### src/rtl/cordic_vec_pkg.sv
package cordic_vec_pkg;

  typedef enum logic {ST_IDLE, ST_RUN} ctrl_state_e;

  // Elementary angle atan(2^-idx) scaled by 2^30.
  function automatic longint atan_q30(input int idx);
    case (idx)
      0:  return 64'sd843314857;
      1:  return 64'sd497837829;
      2:  return 64'sd263043837;
      3:  return 64'sd133525159;
      4:  return 64'sd67021687;
      5:  return 64'sd33543516;
      6:  return 64'sd16775851;
      7:  return 64'sd8388437;
      8:  return 64'sd4194283;
      9:  return 64'sd2097149;
      10: return 64'sd1048576;
      11: return 64'sd524288;
      12: return 64'sd262144;
      13: return 64'sd131072;
      default: return (idx <= 30) ? (64'sd1 <<< (30 - idx)) : 64'sd0;
    endcase
  endfunction

  // Rescale a 2^30 constant to af fractional bits with rounding.
  function automatic int rescale_q30(input longint q30, input int af);
    longint r;
    r = (q30 + (64'sd1 <<< (29 - af))) >>> (30 - af);
    return int'(r);
  endfunction

  function automatic int angle_const(input int idx, input int af);
    return rescale_q30(atan_q30(idx), af);
  endfunction

  // Quarter turn, pi/2 scaled by 2^30.
  function automatic int half_pi_const(input int af);
    return rescale_q30(64'sd1686629713, af);
  endfunction

endpackage

### src/rtl/cordic_vec_ctrl.sv
module cordic_vec_ctrl #(
  parameter int ITER = 14,
  localparam int CW  = (ITER > 1) ? $clog2(ITER) : 1
) (
  input  logic          clk,
  input  logic          rst_n,
  input  logic          start,
  output logic          load_en,
  output logic          step_en,
  output logic          busy,
  output logic [CW-1:0] iter_idx,
  output logic          done_q
);
  import cordic_vec_pkg::*;

  localparam logic [CW-1:0] LAST_IDX = CW'(ITER - 1);

  ctrl_state_e state_q;
  logic        last_step;

  assign busy      = (state_q == ST_RUN);
  assign load_en   = start && !busy;
  assign step_en   = busy;
  assign last_step = step_en && (iter_idx == LAST_IDX);

  always_ff @(posedge clk or negedge rst_n) begin
    if (!rst_n) begin
      state_q  <= ST_IDLE;
      iter_idx <= '0;
      done_q   <= 1'b0;
    end else begin
      done_q <= last_step;
      if (load_en) begin
        state_q  <= ST_RUN;
        iter_idx <= '0;
      end else if (last_step) begin
        state_q  <= ST_IDLE;
        iter_idx <= '0;
      end else if (step_en) begin
        iter_idx <= iter_idx + 1'b1;
      end
    end
  end
endmodule

### src/rtl/cordic_vec_prerot.sv
module cordic_vec_prerot #(
  parameter int DW = 16,
  parameter int IW = DW + 2,
  parameter int AW = DW,
  parameter int AF = 13
) (
  input  logic signed [DW-1:0] x_in,
  input  logic signed [DW-1:0] y_in,
  output logic signed [IW-1:0] x_o,
  output logic signed [IW-1:0] y_o,
  output logic signed [AW-1:0] z_o,
  output logic                 is_zero
);
  localparam int HP_I = cordic_vec_pkg::half_pi_const(AF);
  localparam logic signed [AW-1:0] HP_POS = AW'(HP_I);
  localparam logic signed [AW-1:0] HP_NEG = AW'(-HP_I);

  logic signed [IW-1:0] xe, ye;

  assign xe      = IW'(x_in);
  assign ye      = IW'(y_in);
  assign is_zero = (x_in == '0) && (y_in == '0);

  always_comb begin
    if (x_in[DW-1] && !y_in[DW-1]) begin
      x_o = ye;
      y_o = -xe;
      z_o = HP_POS;
    end else if (x_in[DW-1]) begin
      x_o = -ye;
      y_o = xe;
      z_o = HP_NEG;
    end else begin
      x_o = xe;
      y_o = ye;
      z_o = '0;
    end
  end
endmodule

### src/rtl/cordic_vec_datapath.sv
module cordic_vec_datapath #(
  parameter int IW   = 18,
  parameter int AW   = 16,
  parameter int AF   = 13,
  parameter int ITER = 14,
  localparam int CW  = (ITER > 1) ? $clog2(ITER) : 1
) (
  input  logic                 clk,
  input  logic                 rst_n,
  input  logic                 load_en,
  input  logic                 step_en,
  input  logic [CW-1:0]        iter_idx,
  input  logic signed [IW-1:0] x_init,
  input  logic signed [IW-1:0] y_init,
  input  logic signed [AW-1:0] z_init,
  input  logic                 zero_init,
  output logic signed [IW-1:0] x_q,
  output logic signed [AW-1:0] z_q,
  output logic                 zero_q,
  output logic                 y_neg
);
  logic signed [IW-1:0] y_q;
  logic signed [AW-1:0] atan_tab [ITER];
  logic signed [IW-1:0] x_nx, y_nx;
  logic signed [AW-1:0] z_nx;

  for (genvar g = 0; g < ITER; g++) begin : g_tab
    assign atan_tab[g] = AW'(cordic_vec_pkg::angle_const(g, AF));
  end

  function automatic logic signed [IW-1:0] shr(
    input logic signed [IW-1:0] v, input logic [CW-1:0] s);
    return v >>> s;
  endfunction

  // One micro-rotation: toward_neg set means Y is negative, so rotate up.
  function automatic logic signed [IW-1:0] next_x(
    input logic signed [IW-1:0] x, input logic signed [IW-1:0] y,
    input logic [CW-1:0] s, input logic toward_neg);
    return toward_neg ? x - shr(y, s) : x + shr(y, s);
  endfunction

  function automatic logic signed [IW-1:0] next_y(
    input logic signed [IW-1:0] x, input logic signed [IW-1:0] y,
    input logic [CW-1:0] s, input logic toward_neg);
    return toward_neg ? y + shr(x, s) : y - shr(x, s);
  endfunction

  function automatic logic signed [AW-1:0] next_z(
    input logic signed [AW-1:0] z, input logic signed [AW-1:0] a,
    input logic toward_neg);
    return toward_neg ? z - a : z + a;
  endfunction

  assign y_neg = y_q[IW-1];
  assign x_nx  = next_x(x_q, y_q, iter_idx, y_neg);
  assign y_nx  = next_y(x_q, y_q, iter_idx, y_neg);
  assign z_nx  = next_z(z_q, atan_tab[iter_idx], y_neg);

  always_ff @(posedge clk or negedge rst_n) begin
    if (!rst_n) begin
      x_q    <= '0;
      y_q    <= '0;
      z_q    <= '0;
      zero_q <= 1'b1;
    end else if (load_en) begin
      x_q    <= x_init;
      y_q    <= y_init;
      z_q    <= z_init;
      zero_q <= zero_init;
    end else if (step_en) begin
      x_q <= x_nx;
      y_q <= y_nx;
      z_q <= z_nx;
    end
  end
endmodule

### src/rtl/cordic_vec_atan.sv
module cordic_vec_atan #(
  parameter int DW   = 16,
  parameter int ITER = 14,
  parameter int AF   = 13,
  localparam int IW  = DW + 2,
  localparam int AW  = DW,
  localparam int CW  = (ITER > 1) ? $clog2(ITER) : 1
) (
  input  logic                 clk,
  input  logic                 rst_n,
  input  logic                 start,
  input  logic signed [DW-1:0] x_in,
  input  logic signed [DW-1:0] y_in,
  output logic signed [AW-1:0] angle_o,
  output logic signed [IW-1:0] mag_o,
  output logic                 done_o
);
  logic                 load_en, step_en, busy, y_neg, zero_q, pre_zero;
  logic [CW-1:0]        iter_idx;
  logic signed [IW-1:0] pre_x, pre_y, x_q;
  logic signed [AW-1:0] pre_z, z_q;

  cordic_vec_ctrl #(.ITER(ITER)) u_ctrl (
    .clk(clk), .rst_n(rst_n), .start(start),
    .load_en(load_en), .step_en(step_en), .busy(busy),
    .iter_idx(iter_idx), .done_q(done_o)
  );

  cordic_vec_prerot #(.DW(DW), .IW(IW), .AW(AW), .AF(AF)) u_prerot (
    .x_in(x_in), .y_in(y_in),
    .x_o(pre_x), .y_o(pre_y), .z_o(pre_z), .is_zero(pre_zero)
  );

  cordic_vec_datapath #(.IW(IW), .AW(AW), .AF(AF), .ITER(ITER)) u_dp (
    .clk(clk), .rst_n(rst_n), .load_en(load_en), .step_en(step_en),
    .iter_idx(iter_idx), .x_init(pre_x), .y_init(pre_y), .z_init(pre_z),
    .zero_init(pre_zero), .x_q(x_q), .z_q(z_q), .zero_q(zero_q),
    .y_neg(y_neg)
  );

  assign angle_o = zero_q ? '0 : z_q;
  assign mag_o   = zero_q ? '0 : x_q;
endmodule

### config.mk
export PLATFORM = sky130hd
export DESIGN_NAME = cordic_vec_atan
export DESIGN_NICKNAME = d
export VERILOG_FILES = /design/src/rtl/cordic_vec_pkg.sv /design/src/rtl/cordic_vec_ctrl.sv /design/src/rtl/cordic_vec_prerot.sv /design/src/rtl/cordic_vec_datapath.sv /design/src/rtl/cordic_vec_atan.sv
export SDC_FILE = /design/constraint.sdc
export NUM_CORES = 1
export LEC_CHECK = 0
export BUFFER_PORTS_ARGS = -buffer_cell sky130_fd_sc_hd__buf_2
export CORE_MARGIN = 2
export CORE_UTILIZATION = 30
export DETAILED_ROUTE_END_ITERATION = 12
export PLACE_DENSITY = 0.52
export SLEW_MARGIN = 20
export SYNTH_ARGS = -nofsm -noshare
export SYNTH_HDL_FRONTEND = slang
export SYNTH_SLANG_ARGS = --single-unit
### constraint.sdc
create_clock -name clk -period 6.1 [get_ports clk]
set_input_delay 0.305 -clock clk [delete_from_list [all_inputs] [get_ports clk]]
set_output_delay 0.305 -clock clk [all_outputs]
set_load 0.02 [all_outputs]
==> summary.md <==
| Metric | Value |
|---|---|
| Status | `complete, no violations` |
| H-tree levels | `3` |
| Initial core utilization | `0.3055` |
| Top cell type's share of synthesized area | `0.1599` |
| Dominant synthesized flop cell | `dfrtp_1` |
| Clock Path Buffers | `2` |
| Routed wire length per instance | `20.14 um` |
| Routability Congestion | `0.8995` |
| Rel. slew slack | `0.2821` |
| First-pass GRT wire length | `49.52 mm` |
| # hold bufs at CTS | `0` |
| Core footprint | `29720 um2` |
| Clock Skews | `0.004470 ns` |
| Layout cells sized above 1 | `0.1460` |
| WS Path Type | `reg2reg` |
| Final ANT Viol Nets | `0` |
| Fin nets | `1293` |
| Ranking of synthesized cells by area | `dfrtp_1 16%, ha_1 8.4%, mux4_2 6.4%` |
| Least-Margin Pin Slew | `1.069 ns` |
| Top Ports | `70` |
| Unrepaired setup endpoints after global routing | `no` |
| Root buf cell | `clkbuf_16` |
| Post-cts resize count | `0` |
| Setup-failing EPs final | `0` |
| Number of global-route vias before repair | `8564` |
| DRT iter0 DRCs | `759` |
| CP Capture Type | `register` |
| Wl on met1 | `15.13 mm` |
| GR Overflow Total | `0` |
| Reg-to-reg critical path startpoint | `u_ctrl.iter_idx[1]$_DFFE_PN0P_` |
| R2r worst-path depth | `14` |
| Mapped Area | `9079 um2` |
| Initial antenna violation count | `0` |
| Crit Path Max Fanout | `29` |
| Die area | `31670 um2` |
| Latest clock arrival within the worst-skew pair | `0.34 ns` |
| DRC Markers | `0` |
| Die Ht | `178.0 um` |
| R2R Setup Slk | `0.58 ns` |
| Post-synthesis sequential area ratio | `0.1628` |
| Fraction of registers with async set/reset | `1.000` |
| Critical Path Start Type | `register` |
| Hpwl dp | `23.75 mm` |
| Synth cell count leaders | `108 x a21oi_1, 107 x nor2_1, 99 x nand2_1, 83 x o21ai_0, 61 x ha_1` |
| Clock-pin slew on the worst setup and hold paths | `0.06 ns` |
| WL final | `32.01 mm` |
| Total CTS buffers | `9` |
| Site Rows | `63` |
| Top layer in use | `met4` |
| MaxCap Viol Count | `0` |
| Tot GR Track Use | `0.2014` |
| Syn avg cell area | `7.773 um2` |
| Chip width | `178.0 um` |
| Total negative slack | `0 ns` |
| Slew Viols, Final | `0` |
| Total number of vias | `9188` |
| Met3 wirelength from detailed routing | `1.841 mm` |
| # diodes | `0` |
| CTS sink count | `59` |
| Net Count, Synth | `1267` |
| Final Cycle Share | `0.9055` |
| WL met2 | `14.42 mm` |
| Hold/Removal Path Class | `in2async` |
| Gate Count Post-Synth | `1168` |
| DR vias/cell | `5.782` |
| Port bufs | `69` |
| F_max | `0.1810 GHz` |
| Yosys warning total | `0` |
| Tmin final | `5.523 ns` |
| Yosys top cell by area | `dfrtp_1` |
| Number of flops mapped to enable cells by yosys | `0` |
| Largest net degree at the start of global routing | `63` |
| Area grow syn2layout | `10.94%` |
| Hold Vio Cnt, Final | `0` |
| Critical path arrival | `5.76 ns` |
| First drt pass iteration count | `7` |
| Distinct cells, synth | `71` |
| Number of synthesized register bits | `59` |
| Count leader, synth | `a21oi_1` |
| Post-CTS Setup Inserts | `0` |
| Worst R2R End | `u_dp.x_q[10]$_DFFE_PN0P_` |
| CTS tree | `built` |
| Worst EP required | `6.34 ns` |
-- flip-flops by register name (all words and copies together) (netlist names) --
name             cells
u_ctrl.iter_idx      4
u_ctrl.done_q        1
u_dp.z_q            16
u_dp.y_q            18
u_dp.zero_q          1
u_dp.x_q            18
u_ctrl.busy          1
-- cell usage in the layout (no fill, tap or decap), types with 6 or more instances in the layout --
cell type | netlist | layout
mux4_2 | 26 | 26
and3_1 | 9 | 9
o31ai_1 | 12 | 12
a211oi_1 | 33 | 33
nor2_1 | 107 | 107
ha_1 | 61 | 61
inv_1 | 29 | 28
or4_1 | 6 | 6
a21o_1 | 13 | 13
o21a_1 | 10 | 10
o41ai_1 | 6 | 6
mux2i_1 | 36 | 36
or3_1 | 14 | 14
nand2_1 | 99 | 99
buf_4 | 0 | 25
o22ai_1 | 7 | 7
xor2_1 | 40 | 40
a31oi_1 | 16 | 16
nor3_1 | 33 | 33
nand2b_1 | 15 | 15
mux2_2 | 20 | 20
a21oi_1 | 108 | 108
o211ai_1 | 13 | 13
nand3_1 | 21 | 21
a22oi_1 | 12 | 12
o21ai_0 | 83 | 83
buf_2 | 10 | 69
xnor2_1 | 50 | 50
nor4_1 | 9 | 9
clkbuf_16 | 0 | 9
dfrtp_1 | 58 | 53
nor2b_1 | 48 | 48
-- metrics by stage --
stage	hold WS, ns	instance area [um2]	worst slack, ns	cells	utilization
2_1_floorplan	0.009409	9079	1.432	1168	-
3_3_place_gp	0.4764	9791	0.6435	1573	0.3295
3_5_place_dp	0.4853	9791	0.5694	1573	0.3295
4_1_cts	0.1830	10070	0.5579	1589	0.3389
5_1_grt	0.2142	10070	0.09944	1589	0.3389
6_report	0.1447	10070	0.5766	1589	0.3389
-- logic make-up after synthesis --
family,Yosys count,synth area share
AND/OR/NAND/NOR,389,0.2092
multiplexers,87,0.1422
XOR/XNOR,90,0.08683
flip-flops,59,0.1628
AO/OA/AOI/OAI,368,0.2585
adder cells (fa/ha/maj),64,0.09068
buffers and inverters,111,0.04975
-- routing by layer --
layer / up-vias / global-route usage
met3: 38 / 0.02592
met1: 4454 / 0.2896
met5: - / 0
li1: 4401 / -
met2: 295 / 0.3148
met4: 0 / 0.05567
-- worst max-delay path by stage --
stage,from,endpoint,slack (ns),cells past startpoint
after floorplan,u_ctrl.iter_idx[1]$_DFFE_PN0P_,u_dp.x_q[10]$_DFFE_PN0P_,1.43,19
final,u_ctrl.iter_idx[1]$_DFFE_PN0P_,u_dp.x_q[10]$_DFFE_PN0P_,0.58,14
after global routing,u_ctrl.iter_idx[1]$_DFFE_PN0P_,u_dp.x_q[10]$_DFFE_PN0P_,0.1,14
after detailed placement,u_ctrl.iter_idx[1]$_DFFE_PN0P_,u_dp.x_q[10]$_DFFE_PN0P_,0.57,14
after global placement,u_ctrl.iter_idx[1]$_DFFE_PN0P_,u_dp.x_q[10]$_DFFE_PN0P_,0.64,14
after CTS,u_ctrl.iter_idx[1]$_DFFE_PN0P_,u_dp.x_q[10]$_DFFE_PN0P_,0.56,14
-- final cells by class --
type | instances | area, um2
inverter | 31 | 116.4
clock inverter | 4 | 25.02
clock buffer | 12 | 256.5
timing repair buffer | 95 | 553.0
fill | 3192 | 19650
tap | 390 | 488.0
sequential | 59 | 1484
multi-input combinational | 998 | 7149
-- critical path, stage by stage (launching register included) --
cell and delay, ns:
dfrtp_2 0.79, mux4_2 0.62, mux2_4 0.32, a222oi_1 0.65, nand3_1 0.39, and3_1 0.30, nor2_1 0.08, ha_1 0.27
a21oi_1 0.22, nor2b_1 0.07, o21a_1 0.18, o41ai_1 0.74, o21ai_0 0.22, or2_2 0.32, a31o_2 0.24
Power is not shown: default switching activity piles up to over one toggle a cycle in this logic, so the estimate is an artifact.
